`src/rtl/dma_seq_pkg.sv`:
```
package dma_seq_pkg;
  typedef enum logic [1:0] {ST_IDLE = 2'd0, ST_BUS1 = 2'd1, ST_BUS2 = 2'd2, ST_DEAD = 2'd3} seq_state_e;
  typedef enum logic [1:0] {XM_NORMAL = 2'd0, XM_REPEAT = 2'd1, XM_BLOCK = 2'd2, XM_RSVD = 2'd3} xfer_mode_e;
  typedef enum logic [1:0] {AS_FIXED = 2'd0, AS_INC = 2'd1, AS_DEC = 2'd2, AS_RSVD = 2'd3} addr_step_e;

  // bit 0 enable, 1 dual, 3:2 mode, 5:4 unit size, 7:6 src step, 9:8 dst step, 10 direction
  typedef struct packed {
    logic       dir;
    addr_step_e dst_step;
    addr_step_e src_step;
    logic [1:0] size;
    xfer_mode_e mode;
    logic       dual;
    logic       en;
  } chan_ctrl_t;

  localparam int CTRL_W = $bits(chan_ctrl_t);
  localparam logic [2:0] SEL_SRC  = 3'd0;
  localparam logic [2:0] SEL_DST  = 3'd1;
  localparam logic [2:0] SEL_CNT  = 3'd2;
  localparam logic [2:0] SEL_BLK  = 3'd3;
  localparam logic [2:0] SEL_CTRL = 3'd4;
endpackage

```
`src/rtl/dma_addr_reg.sv`:
```
module dma_addr_reg
  import dma_seq_pkg::*;
#(
  parameter int AW = 32
) (
  input  logic          clk,
  input  logic          rst_n,
  input  logic          load,
  input  logic [AW-1:0] load_val,
  input  addr_step_e    step,
  input  logic [1:0]    size,
  input  logic          advance,
  input  logic          restore,
  output logic [AW-1:0] cur
);
  logic [AW-1:0] cur_q, start_q, delta;

  assign delta = AW'(1) << size;
  assign cur   = cur_q;

  always_ff @(posedge clk or negedge rst_n) begin
    if (!rst_n) begin
      cur_q   <= '0;
      start_q <= '0;
    end else if (load) begin
      cur_q   <= load_val;
      start_q <= load_val;
    end else if (restore) begin
      cur_q <= start_q;
    end else if (advance) begin
      unique case (step)
        AS_INC:  cur_q <= cur_q + delta;
        AS_DEC:  cur_q <= cur_q - delta;
        default: cur_q <= cur_q;
      endcase
    end
  end

  p_fixed_hold_r4: assert property (@(posedge clk) disable iff (!rst_n)
    advance && !load && !restore && step == AS_FIXED |=> $stable(cur));

  p_restore_start_r7: assert property (@(posedge clk) disable iff (!rst_n)
    restore && !load |=> cur == $past(start_q));
endmodule

```
`src/rtl/dma_xfer_count.sv`:
```
module dma_xfer_count #(
  parameter int CW = 16
) (
  input  logic          clk,
  input  logic          rst_n,
  input  logic          load_cnt,
  input  logic          load_blk,
  input  logic [CW-1:0] load_val,
  input  logic          dec,
  input  logic          blk_mode,
  input  logic          restore,
  output logic [CW-1:0] cnt,
  output logic [CW-1:0] blk,
  output logic          cnt_last,
  output logic          blk_last
);
  logic [CW-1:0] cnt_q, init_q, blk_q;

  assign cnt      = cnt_q;
  assign blk      = blk_q;
  assign cnt_last = (cnt_q == CW'(1));
  assign blk_last = (blk_q == CW'(1));

  always_ff @(posedge clk or negedge rst_n) begin
    if (!rst_n) begin
      cnt_q  <= '0;
      init_q <= '0;
    end else if (load_cnt) begin
      cnt_q  <= load_val;
      init_q <= load_val;
    end else if (restore) begin
      cnt_q <= init_q;
    end else if (dec) begin
      cnt_q <= cnt_q - CW'(1);
    end
  end

  always_ff @(posedge clk or negedge rst_n) begin
    if (!rst_n)                          blk_q <= '0;
    else if (load_blk)                   blk_q <= load_val;
    else if (dec && blk_mode && cnt_last) blk_q <= blk_q - CW'(1);
  end

  p_blk_only_at_end_r8: assert property (@(posedge clk) disable iff (!rst_n)
    !load_blk && !(dec && blk_mode && cnt_last) |=> $stable(blk));

  p_count_steps_r6: assert property (@(posedge clk) disable iff (!rst_n)
    dec && !load_cnt && !restore |=> cnt == $past(cnt) - CW'(1));
endmodule

```
`src/rtl/dma_chan_seq.sv`:
```
module dma_chan_seq
  import dma_seq_pkg::*;
#(
  parameter int AW = 32,
  parameter int CW = 16
) (
  input  logic          clk,
  input  logic          rst_n,
  input  logic          cfg_we,
  input  logic [2:0]    cfg_sel,
  input  logic [AW-1:0] cfg_wdata,
  input  logic [2:0]    rd_sel,
  output logic [AW-1:0] rd_data,
  input  logic          req,
  output logic          bus_valid,
  input  logic          bus_ready,
  output logic [AW-1:0] bus_addr,
  output logic          bus_write,
  output logic          done
);
  localparam int NADDR = 2;

  seq_state_e    state;
  chan_ctrl_t    ctrl;
  logic [AW-1:0] iaddr;
  logic          last_q, blk_end_q, done_q;

  logic [AW-1:0] a_cur  [NADDR];
  logic          a_load [NADDR];
  logic          a_adv  [NADDR];
  addr_step_e    a_step [NADDR];

  logic [CW-1:0] cnt, blk;
  logic          cnt_last, blk_last;
  logic          wr_ok, ctrl_wr, go, fin, restore;

  assign wr_ok   = cfg_we && !ctrl.en;
  assign ctrl_wr = cfg_we && (cfg_sel == SEL_CTRL);
  assign go      = (state == ST_IDLE) && ctrl.en && req;
  assign fin     = bus_ready && ctrl.en &&
                   (((state == ST_BUS1) && !ctrl.dual) || (state == ST_BUS2));
  assign restore = (state == ST_DEAD);

  assign a_load[0] = wr_ok && (cfg_sel == SEL_SRC);
  assign a_load[1] = wr_ok && (cfg_sel == SEL_DST);
  assign a_adv[0]  = go;
  assign a_adv[1]  = (state == ST_BUS1) && bus_ready && ctrl.en && ctrl.dual;
  assign a_step[0] = ctrl.src_step;
  assign a_step[1] = ctrl.dst_step;

  for (genvar g = 0; g < NADDR; g++) begin : g_addr
    dma_addr_reg #(.AW(AW)) u_areg (
      .clk      (clk),
      .rst_n    (rst_n),
      .load     (a_load[g]),
      .load_val (cfg_wdata),
      .step     (a_step[g]),
      .size     (ctrl.size),
      .advance  (a_adv[g]),
      .restore  (restore),
      .cur      (a_cur[g])
    );
  end

  dma_xfer_count #(.CW(CW)) u_count (
    .clk      (clk),
    .rst_n    (rst_n),
    .load_cnt (wr_ok && (cfg_sel == SEL_CNT)),
    .load_blk (wr_ok && (cfg_sel == SEL_BLK)),
    .load_val (cfg_wdata[CW-1:0]),
    .dec      (go),
    .blk_mode (ctrl.mode == XM_BLOCK),
    .restore  (restore),
    .cnt      (cnt),
    .blk      (blk),
    .cnt_last (cnt_last),
    .blk_last (blk_last)
  );

  always_ff @(posedge clk or negedge rst_n) begin
    if (!rst_n) begin
      state     <= ST_IDLE;
      ctrl      <= '0;
      iaddr     <= '0;
      last_q    <= 1'b0;
      blk_end_q <= 1'b0;
      done_q    <= 1'b0;
    end else begin
      done_q <= 1'b0;
      if (ctrl_wr) begin
        if (!ctrl.en)          ctrl    <= chan_ctrl_t'(cfg_wdata[CTRL_W-1:0]);
        else if (!cfg_wdata[0]) ctrl.en <= 1'b0;
      end
      unique case (state)
        ST_IDLE: if (go) begin
          state     <= ST_BUS1;
          iaddr     <= a_cur[0];
          last_q    <= cnt_last;
          blk_end_q <= blk_last;
        end
        ST_BUS1: begin
          if (bus_ready && !ctrl.en) state <= ST_IDLE;
          else if (bus_ready && ctrl.dual) begin
            state <= ST_BUS2;
            iaddr <= a_cur[1];
          end
        end
        ST_BUS2: if (bus_ready && !ctrl.en) state <= ST_IDLE;
        ST_DEAD: begin
          state <= ST_IDLE;
          if (ctrl.en && (ctrl.mode == XM_BLOCK) && blk_end_q) begin
            done_q  <= 1'b1;
            ctrl.en <= 1'b0;
          end
        end
      endcase
      if (fin) begin
        if (!last_q) state <= ST_IDLE;
        else if (ctrl.mode == XM_NORMAL) begin
          state   <= ST_IDLE;
          done_q  <= 1'b1;
          ctrl.en <= 1'b0;
        end else state <= ST_DEAD;
      end
    end
  end

  assign bus_valid = (state == ST_BUS1) || (state == ST_BUS2);
  assign bus_addr  = iaddr;
  assign bus_write = (state == ST_BUS2) || ((state == ST_BUS1) && !ctrl.dual && ctrl.dir);
  assign done      = done_q;

  always_comb begin
    unique case (rd_sel)
      SEL_SRC:  rd_data = a_cur[0];
      SEL_DST:  rd_data = a_cur[1];
      SEL_CNT:  rd_data = AW'(cnt);
      SEL_BLK:  rd_data = AW'(blk);
      SEL_CTRL: rd_data = AW'(ctrl);
      default:  rd_data = '0;
    endcase
  end

  p_hold_until_ready_r2: assert property (@(posedge clk) disable iff (!rst_n)
    bus_valid && !bus_ready |=> bus_valid && $stable(bus_addr) && $stable(bus_write));

  p_done_pulse_r6: assert property (@(posedge clk) disable iff (!rst_n)
    done |=> !done);

  p_done_disables_r6: assert property (@(posedge clk) disable iff (!rst_n)
    done |-> !ctrl.en);

  p_dead_no_bus_r7: assert property (@(posedge clk) disable iff (!rst_n)
    restore |-> !bus_valid);

  p_stop_no_start_r9: assert property (@(posedge clk) disable iff (!rst_n)
    !ctrl.en && !bus_valid |=> !bus_valid);
endmodule

```
`config.mk`:
```
export PLATFORM = sky130hd
export DESIGN_NAME = dma_chan_seq
export DESIGN_NICKNAME = d
export VERILOG_FILES = /design/src/rtl/dma_seq_pkg.sv /design/src/rtl/dma_addr_reg.sv /design/src/rtl/dma_xfer_count.sv /design/src/rtl/dma_chan_seq.sv
export SDC_FILE = /design/constraint.sdc
export NUM_CORES = 1
export LEC_CHECK = 0
export ABC_CLOCK_PERIOD_IN_PS = 4900
export BUFFER_PORTS_ARGS = -buffer_cell sky130_fd_sc_hd__buf_2
export CORE_UTILIZATION = 55
export CTS_BUF_LIST = sky130_fd_sc_hd__clkbuf_16
export DETAILED_ROUTE_END_ITERATION = 12
export GPL_ROUTABILITY_DRIVEN = 0
export PLACE_DENSITY = 0.72
export SYNTH_ARGS = -nofsm -noshare
export SYNTH_HDL_FRONTEND = slang
export SYNTH_HIERARCHICAL = 1
export SYNTH_SLANG_ARGS = --single-unit
```
`constraint.sdc`:
```
create_clock -name clk -period 4.9 [get_ports clk]
set_input_delay 0.735 -clock clk [delete_from_list [all_inputs] [get_ports clk]]
set_output_delay 0.735 -clock clk [all_outputs]
set_load 0.01 [all_outputs]
```
==> results.md <==
| Result | Value | Unit |
|:---|:---|:---|
| DRC violations left | 0 | - |
| Non-filler cells, final | 2028 | - |
| Post-detailed-routing wire length | 44.6 | mm |
| Std cell rows | 60 | - |
| Routed via count | 13300 | - |
| Number of max-cap violations | 0 | - |
| Worst hold path class | in2async | - |
| Post-synth EDFFs | 0 | - |
| R2R Path Start | a_step[2]$_DFFE_PN0P_ | - |
| Cells after Synth | 1604 | - |
| Worst EP required | 5.30 | ns |
| 1st-iter DRT viols | 1617 | - |
| Hold bufs inserted after CTS | 0 | - |
| Input/output buffers | 109 | - |
| Sequential element share of the synthesized area | 37.2 | % |
| First-pass detailed-route iteration total | 6 | - |
| Sequence of cells on the critical path | inv_1 > ha_1 > inv_1 > a31oi_1 > ha_1 > nand2_1 > a211oi_1 > o21a_1 > o21ai_0 > a21oi_1 > a21boi_0 > nor2_1 > a211oi_1 > xor2_1 > o21ai_0 | - |
| Number of buffers created by CTS | 26 | - |
| Final #Nets | 1787 | - |
| Antenna-violating nets left | 0 | - |
| Vias per cell | 6.57 | - |
| Worst ir drop on vdd | 0.251 | mV |
| Power Density | 644 | nW/um^2 |
| Core box area | 26900 | um^2 |
| Global-route wire length before repair | 69.4 | mm |
| FFs w/ async S/R, synth | 100 | % |
| Maximum fanout along the worst path | 20 | - |
| HPWL reported at the end of detailed placement | 31.5 | mm |
| Placed insts | 1980 | - |
| Post-synthesis instance area | 15100 | um^2 |
| Level count of the clock H-tree | 1 | - |
| Clock transition at the register clock pins on the worst setup and hold paths after CTS | 0.06 | ns |
| Starting Density | 56.1 | % |
| Fraction of final layout cells with drive strength greater than 1 | 18.4 | % |
| Post-cts sizing count | 0 | - |
| Main flop type after synthesis | dfrtp_1 | - |
| Final-report setup violation count | 0 | - |
| Worst reg-to-reg setup slack | 1.02 | ns |
| Library cell contributing the largest single delay on the critical path | ha_1 | - |
| Number of antenna violations at the first check in global routing | 1 | - |
| Highest achievable clock rate | 0.258 | GHz |
| Width of the die | 168 | um |
| Final hold violations | 0 | - |
| Longest Clk Path Bufs | 3 | - |
| Worst EP arrival | 4.28 | ns |
| Global-route total usage across every layer | 31.6 | % |
| Result of the run | completed | - |
| Post-CTS repair timing setup buffer count | 0 | - |
| Peak per-stage delay on the critical path | 0.68 | ns |
| Setup TNS Final | 0 | ns |
| Largest net degree at the start of global routing | 128 | - |
| Worst Setup Path Type | reg2reg | - |
| Leakage power | 0.00744 | uW |
| Die Y-Extent | 168 | um |
| Number of nets produced by synthesis | 1724 | - |
| Clock latency reported for the late side of the worst-skew pair | 0.54 | ns |
| Layout area overhead | 10.2 | % |
| Average wire per cell in the routed design | 22.0 | um |
| Root buffer selected by CTS | clkbuf_16 | - |
| Number of primary I/O pins | 110 | - |
| Yosys warns | 6 | - |
| Unrepaired setup endpoints after global routing | no | - |
| Minimum period implied by the final worst setup slack | 3.88 | ns |
| Number of distinct standard cells referenced by the synthesized netlist | 93 | - |
| Setup skew after layout | 0.0120 | ns |
| Buf/Inv on CP | 2 | - |
| Relative slew margins | 19.1 | % |
| Via count of the first global-routing pass | 12300 | - |
| Worst Setup End Kind | flop | - |
| Total die area | 28100 | um^2 |
| Sinks on Clock Net | 224 | - |
| Slew of the pin with the lowest slew margin | 1.21 | ns |
| Share of the clock period used by the worst path after layout | 79.2 | % |
| Register bit total from synthesis | 224 | - |
| Number of slew-limit violations in the final report | 0 | - |
| Remaining global-route overflow | 0 | - |
| CTS tree | yes | - |
| Cell type group with the largest total delay on the critical path | compound AO/OA/AOI/OAI gates | - |
| Average footprint of a synthesized cell | 9.39 | um^2 |
| Count of cells along the worst register-to-register path | 15 | - |
| Endpoint of the most critical register-to-register path | g_addr[0].u_areg/cur[29]$_DFFE_PN0P_ | - |
| Kind of start point of the critical path | flop | - |
-- cells by family after synthesis --
kind of cell,share of synthesized area (%)
compound gates,22.1
simple gates,14.1
flops,37.2
mux,12.3
buf+inv,4.25
fa+ha+maj,6.49
xor+xnor,3.49
-- stage by stage --
step	util [%]	setup WS, ns	cell area (um^2)	power, uW	hold WS (ns)
finish	61.8	1.02	16600	10700	0.263
global route	61.8	0.714	16600	11400	0.384
CTS	61.8	1.06	16600	10600	0.360
detailed placement	58.7	1.07	15800	8610	0.461
global placement	58.7	1.24	15800	8480	0.457
floorplan	-	1.24	15100	7120	0.439
-- synth_stat cells (all sizes together) (16+ instances only) --
master,number,share of area [%]
a211oi,20,1.0
a21o,31,1.6
a21oi,117,4.0
a31oi,29,1.2
and3,16,0.68
buf,37,1.5
clkbuf,54,1.5
dfrtp,224,37
ha,75,6.2
inv,48,1.2
mux2,85,6.4
mux2i,76,5.0
nand2,131,3.3
nand2b,16,0.66
nand3,20,0.66
nor2,126,3.1
nor2b,22,0.91
nor3,22,0.80
o211ai,24,1.2
o21ai,141,5.2
o22ai,26,1.1
o31ai,20,1.1
or4,18,0.90
xnor2,32,1.9
xor2,28,1.6
-- area by class of cell --
class,count,area (um^2)
inverters,49,184
well taps,341,427
repair buffers,126,696
flip-flops and latches,224,5610
clock inverters,20,158
clock buffers,27,676
diodes,1,2.50
fillers,2283,10300
multi-input cells,1240,8860
-- worst reg2reg max path, stage by stage (launching register included) --
cell	delay [ns]
dfrtp_1	0.38
inv_1	0.08
ha_1	0.68
inv_1	0.20
a31oi_1	0.23
ha_1	0.29
nand2_1	0.09
a211oi_1	0.07
o21a_1	0.23
o21ai_0	0.29
a21oi_1	0.19
a21boi_0	0.35
nor2_1	0.09
a211oi_1	0.29
xor2_1	0.17
o21ai_0	0.09
-- placed cells by master (no fill, tap or decap), types with 12 or more instances in the layout --
| cell type | n |
|---|---|
| a211oi_1 | 19 |
| a21o_1 | 30 |
| a21oi_1 | 114 |
| a222oi_1 | 12 |
| a22o_1 | 13 |
| a31oi_1 | 29 |
| and3_1 | 14 |
| buf_2 | 108 |
| buf_4 | 16 |
| clkbuf_16 | 27 |
| dfrtp_1 | 224 |
| ha_1 | 73 |
| inv_1 | 56 |
| mux2_2 | 85 |
| mux2i_1 | 76 |
| nand2_1 | 131 |
| nand2b_1 | 16 |
| nand3_1 | 20 |
| nand4_1 | 13 |
| nor2_1 | 124 |
| nor2b_1 | 22 |
| nor3_1 | 18 |
| o211ai_1 | 23 |
| o21a_1 | 13 |
| o21ai_0 | 105 |
| o21ai_1 | 15 |
| o21ai_2 | 21 |
| o22ai_1 | 26 |
| o31ai_1 | 19 |
| or4_1 | 18 |
| xnor2_1 | 32 |
| xor2_1 | 28 |
-- worst max-delay path by stage --
stage / from / to / slack, ns / cells past startpoint
6_report: a_step[2]$_DFFE_PN0P_ / g_addr[0].u_areg/cur[29]$_DFFE_PN0P_ / 1.02 / 15
5_1_grt: a_step[2]$_DFFE_PN0P_ / g_addr[0].u_areg/cur[29]$_DFFE_PN0P_ / 0.71 / 15
4_1_cts: a_step[2]$_DFFE_PN0P_ / g_addr[0].u_areg/cur[29]$_DFFE_PN0P_ / 1.06 / 15
3_5_place_dp: a_step[2]$_DFFE_PN0P_ / g_addr[0].u_areg/cur[29]$_DFFE_PN0P_ / 1.07 / 15
3_3_place_gp: a_step[2]$_DFFE_PN0P_ / g_addr[0].u_areg/cur[26]$_DFFE_PN0P_ / 1.24 / 15
2_1_floorplan: a_step[0]$_DFFE_PN0P_ / g_addr[1].u_areg/cur[28]$_DFFE_PN0P_ / 1.24 / 14
-- routing by layer --
layer | GRT usage, % | vias to the layer above | share of wire [%]
li1 | - | 6077 | -
met1 | 46.3 | 6477 | 44
met2 | 46.8 | 659 | 44
met3 | 5.84 | 110 | 9.0
met4 | 11.1 | 0 | 3.1
met5 | 0 | - | 0
-- power breakdown --
part / switching, uW / internal [uW]
combinational: 3100 / 2290
clock: 783 / 1140
sequential: 856 / 2520
total: 4740 / 5950
-- state kept, by name (all words and copies together), names as in the netlist, 2 cells and up --
register and flops:
g_addr.u_areg/cur 64, g_addr.u_areg/start_q 64, bus_addr 32, u_count/blk 16, u_count/cnt 16, u_count/init_q 16, ctrl 7, a_step 4
state 2
Power figures use the tool's default switching activity.
